**src/rtl/ppf_pkg.sv**
```systemverilog
package ppf_pkg;

   // Number of coefficients per lane; the chain recurrences assume four.
   localparam int NUM_TAPS = 4;

   typedef enum logic {
      PH_EVEN = 1'b0,
      PH_ODD  = 1'b1
   } phase_e;

endpackage

```
**src/rtl/ppf_term.sv**
```systemverilog
// One coefficient product, sliced down to a sample-wide term.
module ppf_term #(
   parameter int SAMPLE_W  = 8,
   parameter int COEF_W    = 12,
   parameter int SLICE_LSB = 12
) (
   input  logic [SAMPLE_W-1:0] sample_i,
   input  logic [COEF_W-1:0]   coef_i,
   output logic [SAMPLE_W-1:0] term_o
);

   localparam int PROD_W = SAMPLE_W + COEF_W;

   generate
      if (SLICE_LSB + SAMPLE_W > PROD_W) begin : g_bad_slice
         $error("ppf_term: slice runs past the product width");
      end
   endgenerate

   logic [PROD_W-1:0] prod;

   assign prod   = PROD_W'(sample_i) * PROD_W'(coef_i);
   assign term_o = SAMPLE_W'(prod >> SLICE_LSB);

endmodule

```
**src/rtl/ppf_lane.sv**
```systemverilog
// One filter lane: NUM_TAPS terms feeding an even and an odd transposed chain.
module ppf_lane
   import ppf_pkg::*;
#(
   parameter int SAMPLE_W  = 8,
   parameter int COEF_W    = 12,
   parameter int SLICE_LSB = 12
) (
   input  logic                       clk,
   input  logic                       rst_n,
   input  logic                       upd_i,
   input  phase_e                     phase_i,
   input  logic [SAMPLE_W-1:0]        sample_i,
   input  logic [NUM_TAPS*COEF_W-1:0] coefs_i,
   output logic [SAMPLE_W-1:0]        result_o
);

   localparam int DEPTH = NUM_TAPS - 1;

   logic [NUM_TAPS-1:0][SAMPLE_W-1:0] term;
   logic [DEPTH-1:0][SAMPLE_W-1:0]    even_q;
   logic [DEPTH-1:0][SAMPLE_W-1:0]    odd_q;

   generate
      for (genvar k = 0; k < NUM_TAPS; k++) begin : g_term
         ppf_term #(
            .SAMPLE_W (SAMPLE_W),
            .COEF_W   (COEF_W),
            .SLICE_LSB(SLICE_LSB)
         ) u_term (
            .sample_i(sample_i),
            .coef_i  (coefs_i[k*COEF_W +: COEF_W]),
            .term_o  (term[k])
         );
      end
   endgenerate

   // Even branch walks the terms forwards, odd branch walks them backwards.
   always_ff @(posedge clk or negedge rst_n) begin
      if (!rst_n) begin
         even_q   <= '0;
         odd_q    <= '0;
         result_o <= '0;
      end else if (upd_i) begin
         if (phase_i == PH_EVEN) begin
            result_o <= even_q[0] + term[0];
            for (int j = 0; j < DEPTH-1; j++) begin
               even_q[j] <= even_q[j+1] + term[j+1];
            end
            even_q[DEPTH-1] <= term[NUM_TAPS-1];
         end else begin
            result_o <= odd_q[0] + term[NUM_TAPS-1];
            for (int j = 0; j < DEPTH-1; j++) begin
               odd_q[j] <= odd_q[j+1] + term[NUM_TAPS-2-j];
            end
            odd_q[DEPTH-1] <= term[0];
         end
      end
   end

   AST_EVEN_KEPT_ON_ODD: assert property (@(posedge clk) disable iff (!rst_n)
      (upd_i && phase_i == PH_ODD) |=> $stable(even_q));
   AST_ODD_KEPT_ON_EVEN: assert property (@(posedge clk) disable iff (!rst_n)
      (upd_i && phase_i == PH_EVEN) |=> $stable(odd_q));
   AST_RESULT_FROZEN: assert property (@(posedge clk) disable iff (!rst_n)
      !upd_i |=> $stable(result_o));

endmodule

```
**src/rtl/ppf_bank.sv**
```systemverilog
// Bank of polyphase filter lanes sharing one input and one output stream.
module ppf_bank
   import ppf_pkg::*;
#(
   parameter int LANES     = 4,
   parameter int WORD_W    = 32,
   parameter int SAMPLE_W  = 8,
   parameter int COEF_W    = 12,
   parameter int SLICE_LSB = 12,
   localparam int LANE_IW  = (LANES > 1) ? $clog2(LANES) : 1,
   localparam int TAP_IW   = $clog2(NUM_TAPS)
) (
   input  logic                    clk,
   input  logic                    rst_n,
   input  logic                    cfg_we,
   input  logic [LANE_IW-1:0]      cfg_lane,
   input  logic [TAP_IW-1:0]       cfg_tap,
   input  logic [COEF_W-1:0]       cfg_coef,
   input  logic                    in_valid,
   output logic                    in_ready,
   input  logic [WORD_W-1:0]       in_data,
   input  logic                    in_eos,
   output logic                    out_valid,
   input  logic                    out_ready,
   output logic [LANES*WORD_W-1:0] out_data
);

   localparam int PAD_W = WORD_W - SAMPLE_W;

   generate
      if (LANES < 1) begin : g_bad_lanes
         $error("ppf_bank: LANES must be at least 1");
      end
      if (WORD_W <= SAMPLE_W) begin : g_bad_word
         $error("ppf_bank: WORD_W must exceed SAMPLE_W");
      end
   endgenerate

   logic                advance;
   logic                fire;
   logic                upd;
   logic                halted_q;
   logic                s1_valid;
   logic [SAMPLE_W-1:0] s1_sample;
   phase_e              phase_q;

   // Any free output slot lets every stage move together.
   assign advance  = !out_valid || out_ready;
   assign in_ready = advance && !halted_q;
   assign fire     = in_valid && in_ready;
   assign upd      = advance && s1_valid;

   always_ff @(posedge clk or negedge rst_n) begin
      if (!rst_n) begin
         s1_valid  <= 1'b0;
         s1_sample <= '0;
         out_valid <= 1'b0;
         halted_q  <= 1'b0;
         phase_q   <= PH_EVEN;
      end else begin
         if (fire && in_eos) begin
            halted_q <= 1'b1;
         end
         if (advance) begin
            s1_valid  <= fire && !in_eos;
            s1_sample <= in_data[SAMPLE_W-1:0];
            out_valid <= s1_valid;
         end
         if (upd) begin
            phase_q <= (phase_q == PH_EVEN) ? PH_ODD : PH_EVEN;
         end
      end
   end

   generate
      for (genvar l = 0; l < LANES; l++) begin : g_lane
         logic [NUM_TAPS*COEF_W-1:0] coef_q;
         logic [SAMPLE_W-1:0]        res;

         always_ff @(posedge clk or negedge rst_n) begin
            if (!rst_n) begin
               coef_q <= '0;
            end else if (cfg_we && cfg_lane == LANE_IW'(l)) begin
               coef_q[cfg_tap*COEF_W +: COEF_W] <= cfg_coef;
            end
         end

         ppf_lane #(
            .SAMPLE_W (SAMPLE_W),
            .COEF_W   (COEF_W),
            .SLICE_LSB(SLICE_LSB)
         ) u_lane (
            .clk     (clk),
            .rst_n   (rst_n),
            .upd_i   (upd),
            .phase_i (phase_q),
            .sample_i(s1_sample),
            .coefs_i (coef_q),
            .result_o(res)
         );

         assign out_data[l*WORD_W +: WORD_W] = {{PAD_W{1'b0}}, res};
      end
   endgenerate

   AST_INPUT_KNOWN: assert property (@(posedge clk) disable iff (!rst_n)
      in_valid |-> !$isunknown(in_data));
   AST_RESULT_DUE: assert property (@(posedge clk) disable iff (!rst_n)
      (in_valid && in_ready && !in_eos) |=> ##1 out_valid);
   AST_OUT_HOLD: assert property (@(posedge clk) disable iff (!rst_n)
      (out_valid && !out_ready) |=> (out_valid && $stable(out_data)));
   AST_EOS_STOP: assert property (@(posedge clk) disable iff (!rst_n)
      (in_valid && in_ready && in_eos) |=> !in_ready);

endmodule

```
**config.mk**
```make
export PLATFORM = sky130hd
export DESIGN_NAME = ppf_bank
export DESIGN_NICKNAME = d
export VERILOG_FILES = /design/src/rtl/ppf_pkg.sv /design/src/rtl/ppf_term.sv /design/src/rtl/ppf_lane.sv /design/src/rtl/ppf_bank.sv
export SDC_FILE = /design/constraint.sdc
export NUM_CORES = 2
export LEC_CHECK = 0
export BUFFER_PORTS_ARGS = -buffer_cell sky130_fd_sc_hd__buf_4
export CORE_ASPECT_RATIO = 1.4
export CORE_UTILIZATION = 65
export DETAILED_ROUTE_END_ITERATION = 6
export PLACE_DENSITY = 0.79
export SYNTH_ARGS = -nofsm -noshare
export SYNTH_HDL_FRONTEND = slang
export SYNTH_SLANG_ARGS = --single-unit
```
**constraint.sdc**
```tcl
create_clock -name clk -period 18.4 [get_ports clk]
set_input_delay 3.68 -clock clk [delete_from_list [all_inputs] [get_ports clk]]
set_output_delay 3.68 -clock clk [all_outputs]
set_load 0.005 [all_outputs]
```
* After elaboration in Yosys (flattened, before gate mapping)
Index checks and enable logic that the tools add are counted.
Cells by class: divide/modulo/power cells 0, muxes and demuxes 9, equality and inequality tests 3, shifts and indexed selects 2, order comparisons 0, bitwise logic cells 1, $mul 17, $add $sub $neg 25, reduce and logical (&&, ||, !) cells 16
Operators by type and width (count):
- 8-bit by 12-bit multiplier with 20-bit output | 16
- 8-bit adder | 24
- 48-bit bitwise mux | 4
- 12-bit by 34-bit variable shift with 48-bit output, first input constant | 1
- 12-bit by 34-bit indexed part select with 48-bit output | 1
- 6-bit negation with 34-bit output | 1
- 8-bit 2-to-1 mux | 4
- 1-bit logical AND | 9
- 2-bit == test, second input constant | 2
- 2-bit by 2-bit multiplier with 4-bit output, second input constant | 1
- 2-bit AND reduction | 2
- 1-bit logical NOT | 3
- 2-bit by 1-bit == test with 1-bit output, second input constant | 1
- 2-bit logical NOT | 1
- 1-bit logical OR | 1
- 1-bit 2-to-1 mux | 1
- 1-bit NOT | 1
Word-level totals: bits in writable memories 0, latch bits 0, logic and storage cells 110, memories 0, bits in registers 428, input bits 54, ROM bits 0

* Depth between registers and ports, before layout
depth after elaboration 5, gate-level depth with buffers 30, gate-level depth less buffers 28

* Modules after synthesis
From an unflattened synthesis, not the netlist that was laid out.
Second synthesis, totals: cell total of the unflattened synthesis 7953, area, all modules 71118.2 um^2
Modules (own cells, without submodules):
- ppf_term at g_lane[1].u_lane.g_term[2].u_term ... | cells each 329, sequential area each 0.0 um^2, times used 7, area each 2874.0 um^2
- ppf_lane | cells each 434, sequential area each 1401.3 um^2, times used 4, area each 3915.0 um^2
- ppf_term at g_lane[0].u_lane.g_term[0].u_term ... | cells each 350, sequential area each 0.0 um^2, times used 5, area each 3007.9 um^2
- ppf_bank | cells each 856, sequential area each 5104.9 um^2, times used 1, area each 8844.7 um^2
- ppf_term at g_lane[3].u_lane.g_term[1].u_term ... | cells each 329, sequential area each 0.0 um^2, times used 3, area each 2872.8 um^2
- ppf_term at g_lane[1].u_lane.g_term[1].u_term | cells each 321, sequential area each 0.0 um^2, times used 1, area each 2837.7 um^2

* Least setup slack after synthesis
No wires, ideal clock.
path kind input-to-output, from input out_ready, to output in_ready, stages on the path 4, path buffers 2, arrival 4.456 ns, path slack 10.264 ns, data required time 14.720 ns, path through nand2b_1 -> clkbuf_1 -> clkbuf_1 -> nor2b_1
On the way: word-level cells in the longest chain between the ends 2
Ends and longest elaborated chain:
- start: declaration | line ppf_bank.sv:24 | input logic out_ready,
- 1-bit logical OR | line ppf_bank.sv:48 | assign advance = !out_valid || out_ready;
- 1-bit logical AND | line ppf_bank.sv:49 | assign in_ready = advance && !halted_q;
- end: declaration | line ppf_bank.sv:20 | output logic in_ready,
Every way passes these cells.

* Worst setup path after layout
from register s1_sample[3], to register g_lane[2].u_lane.result_o[5]
On the way: word-level cells in the longest chain between the ends 3, elaborated cells between the ends (all ways) 5, those cells by class 2 x add/sub; 2 x mul; 1 x mux
Ends and longest elaborated chain:
- start: declaration | line ppf_bank.sv:44 | logic [SAMPLE_W-1:0] s1_sample;
- start signal: assignment | line ppf_bank.sv:66 | s1_sample <= in_data[SAMPLE_W-1:0];
- 8-bit by 12-bit multiplier with 20-bit output | line ppf_term.sv:22 | assign prod = PROD_W'(sample_i) * PROD_W'(coef_i);
- via g_lane[2].u_lane.g_term[0].u_term.prod[13] | line ppf_term.sv:20 | logic [PROD_W-1:0] prod;
- 8-bit adder | line ppf_lane.sv:46 | result_o <= even_q[0] + term[0];
- 8-bit 2-to-1 mux | line ppf_lane.sv:45 | if (phase_i == PH_EVEN) begin
- end signal: assignment | line ppf_lane.sv:46
- end signal: assignment | line ppf_lane.sv:52 | result_o <= odd_q[0] + term[NUM_TAPS-1];
- end: declaration | line ppf_lane.sv:15 | output logic [SAMPLE_W-1:0] result_o
The timed path passes the listed nets, and every way through them passes these cells. A chain may end at the register's enable or synchronous reset.

==> metrics.md <==
| Metric | Value |
|---|---|
| Max-cap viol count | 0 |
| Pwr dens | 49.9 nW/um^2 |
| Top-Level Pins | 184 |
| Drt wl/cell | 18.8 microns |
| Share of the synthesized area in the top cell type | 0.291 |
| Met3 usage | 0.0477 |
| Yosys warning total | 0 |
| Vias in the first global route | 52000 |
| RSZ-0062 raised after global routing | no |
| HPWL Detailed | 122 mm |
| Bufs on Longest Clock Path | 3 |
| Die Area | 104000 sq um |
| Crit end category | flop |
| Setup Total Neg Slack | 0 ns |
| DRC errors left | 0 |
| Busiest layer in global routing | met2 |
| Arrival @ worst endpoint | 9.17 ns |
| Synth Cell Area | 66600 sq um |
| Worst setup startpoint | s1_sample[3]$_DFFE_PN0N_ |
| CTS Buf Count | 51 |
| Post-placement cell count | 8472 |
| Nets@finish | 8992 |
| Achievable Freq | 115 MHz |
| Slew headroom | 0.246 |
| Sequential element share of the synthesized area | 0.161 |
| Core ar. | 101000 sq um |
| Total track usage | 0.324 |
| Routability cong. | 0.882 |
| Run status | complete, no violations |
| H-Tree Depth | 2 |
| GR Layer Usage met2 | 0.560 |
| Synth area leader | fa_1 |
| Num rows | 138 |
| Critical Path Sink | g_lane[2].u_lane.result_o[5]$_DFFE_PN0P_ |
| Fin crit period | 8.67 ns |
| Worst vdd ir | 0.0764 mV |
| Fin area | 69300 sq um |
| RR Endpoint | g_lane[2].u_lane.result_o[5]$_DFFE_PN0P_ |
| CTS root buf | clkbuf_16 |
| Layout area overhead | 4.00% |
| CTS Hold Bufs | 0 |
| Critical path's largest stage delay | 0.92 ns |
| Critical path fanouts, max | 87 |
| Initial DRC count | 3114 |
| Clock Latency Late Sink | 0.66 ns |
| Initial Util | 0.657 |
| Final hold vios | 0 |
| Leading post-synthesis cells by cell area | fa_1, dfrtp_1, ha_1 |
| Remaining global-route overflow | 0 |
| Distinct cell type count of the synthesized netlist | 75 |
| Post-Layout Cell Count | 8562 |
| Final setup viols | 0 |
| Reg2Reg Depth | 25 |
| CTS sink cnt | 428 |
| Synth Flop Type | dfrtp_1 |
| Buffers on Ports | 63 |
| Synth async-reset ratio | 1.00 |
| Total Wirelength | 161 mm |
| Slew @ Worst Pin | 1.13 ns |
| Final ANT Viol Nets | 0 |
| Initial antenna violation count | 6 |
| Die width | 273 microns |
| Reg2Reg Setup Slack | 9.73 ns |
| Synth Register Bits | 428 |
| Setup CP Type | reg -> reg |
| Mapped Cells | 7345 |
| Hold Path Class | reg -> reg |
| Reg clk slew, reported paths | 0.06 ns |
| Postcts setup bufs | 0 |
| Worst Skew | 0.0560 ns |
| Worst path slowest cell | buf_4 |
| Required time of the critical path | 18.90 ns |
| Dpl cell area | 67500 sq um |
| Synth Area per Inst | 9.07 sq um |
| Pin count of the biggest net entering global routing | 88 |
| Pins Over Slew Limit | 0 |
| R2r startpoint | s1_sample[3]$_DFFE_PN0N_ |
| CTS tree | yes |
| LEAKAGE | 38.3 nW |
| Resized Gates After CTS | 0 |
| Vias per Instance | 5.73 |
| Share of cells above drive strength 1 | 0.0365 |
| Die Y | 381 microns |
| Drt first pass iters | 5 |
| First-pass GRT wire length | 265 mm |
| Routing usage on met1 | 0.399 |
| Routed vias | 49000 |
| Crit path launch type | flop |
| Period utilization | 0.471 |
| EDFF count, synth | 0 |
cells in the mapped netlist (93+ instances only):
cell type / n
a21o_1: 93
a21oi_1: 174
and2_1: 1052
buf_4: 96
clkbuf_1: 245
dfrtp_1: 428
fa_1: 968
ha_1: 775
inv_1: 1186
nand2_1: 1033
nor2_1: 132
o21ai_0: 428
xnor2_1: 143
xor2_1: 124
through the flow:
step,hold WS [ns],utilization,worst slack [ns],power [mW]
after CTS,0.490,0.683,9.79,3.47
after global placement,0.464,0.666,9.84,2.31
after detailed placement,0.472,0.666,9.80,2.38
after floorplan,0.452,-,10.26,1.98
final,0.487,0.683,9.73,3.46
after global routing,0.497,0.683,9.29,3.69
placed cells by master (no fill, tap or decap), types with 51 or more instances in the layout:
| cell | synthesis | layout |
|---|---|---|
| nand2_1 | 1033 | 1031 |
| a21oi_1 | 174 | 174 |
| dfrtp_1 | 428 | 419 |
| mux2_2 | 53 | 53 |
| xnor2_1 | 143 | 143 |
| buf_4 | 96 | 89 |
| nor2_1 | 132 | 131 |
| clkbuf_16 | 0 | 51 |
| a21o_1 | 93 | 93 |
| and2_1 | 1052 | 1052 |
| ha_1 | 775 | 775 |
| conb_1 | 1 | 96 |
| fa_1 | 968 | 968 |
| xor2_1 | 124 | 124 |
| inv_1 | 1186 | 1186 |
| o21ai_0 | 428 | 428 |
worst max-delay path: cells and delay by family, from the launching register on:
family / cells / cell delay [ns]
buffers and inverters: 4 / 1.77
AO/OA/AOI/OAI: 11 / 2.47
XOR/XNOR: 2 / 0.58
AND/OR/NAND/NOR: 2 / 0.38
flip-flops: 1 / 0.69
adder cells (fa/ha/maj): 6 / 2.57
cell type report:
class / instances / area, sq um
well taps: 1330 / 1660
repair buffers: 90 / 683
clock inverters: 25 / 380
fillers: 7875 / 32100
multi-input cells: 5438 / 50000
flip-flops and latches: 428 / 10700
inverters: 1186 / 4450
clock buffers: 61 / 1330
diodes: 4 / 10.0
registers in the layout, summed over array words and instances, names as in the netlist, 8 cells and up:
register                cells
g_lane.coef_q             192
g_lane.u_lane.even_q       96
g_lane.u_lane.odd_q        96
g_lane.u_lane.result_o     32
s1_sample                   8
power breakdown:
group          switching (mW)  leakage [nW]  internal, mW  total [mW]
clock                   0.460         0.818         0.629        1.09
combinational           0.753          31.6         0.497        1.25
sequential              0.126          5.88         0.996        1.12
total                    1.34          38.3          2.12        3.46
cell families (layout without fill, tap and decap cells):
family / count (synthesis) / in the layout / share of synthesized area
compound gates: 854 / 854 / 0.0763
xor+xnor: 281 / 281 / 0.0398
fa+ha+maj: 1743 / 1743 / 0.437
buf+inv: 1574 / 1362 / 0.0943
flops: 428 / 428 / 0.161
mux: 62 / 62 / 0.0103
other cells: 1 / 100 / 0.0000563
simple gates: 2402 / 2402 / 0.182
metal layers:
| layer | wire length [microns] | part of all wire |
|---|---|---|
| met5 | 92 | 0.00057 |
| met2 | 80100 | 0.50 |
| met4 | 8060 | 0.050 |
| met3 | 10800 | 0.067 |
| met1 | 61900 | 0.38 |
worst min-delay path by stage:
stage                                                        start                                  endpoint  slack, ns  cells after the start
final                     g_lane[3].u_lane.result_o[0]$_DFFE_PN0P_  g_lane[3].u_lane.result_o[0]$_DFFE_PN0P_       0.49                      2
after detailed placement    g_lane[0].u_lane.even_q[8]$_DFFE_PN0P_    g_lane[0].u_lane.even_q[8]$_DFFE_PN0P_       0.47                      2
after CTS                 g_lane[0].u_lane.result_o[6]$_DFFE_PN0P_  g_lane[0].u_lane.result_o[6]$_DFFE_PN0P_       0.49                      2
after floorplan             g_lane[0].u_lane.even_q[8]$_DFFE_PN0P_    g_lane[0].u_lane.even_q[8]$_DFFE_PN0P_       0.45                      2
after global routing      g_lane[2].u_lane.result_o[1]$_DFFE_PN0P_  g_lane[2].u_lane.result_o[1]$_DFFE_PN0P_       0.50                      2
after global placement      g_lane[1].u_lane.even_q[0]$_DFFE_PN0P_    g_lane[1].u_lane.even_q[0]$_DFFE_PN0P_       0.46                      2
Note: power is estimated with default switching activity, not from simulation.
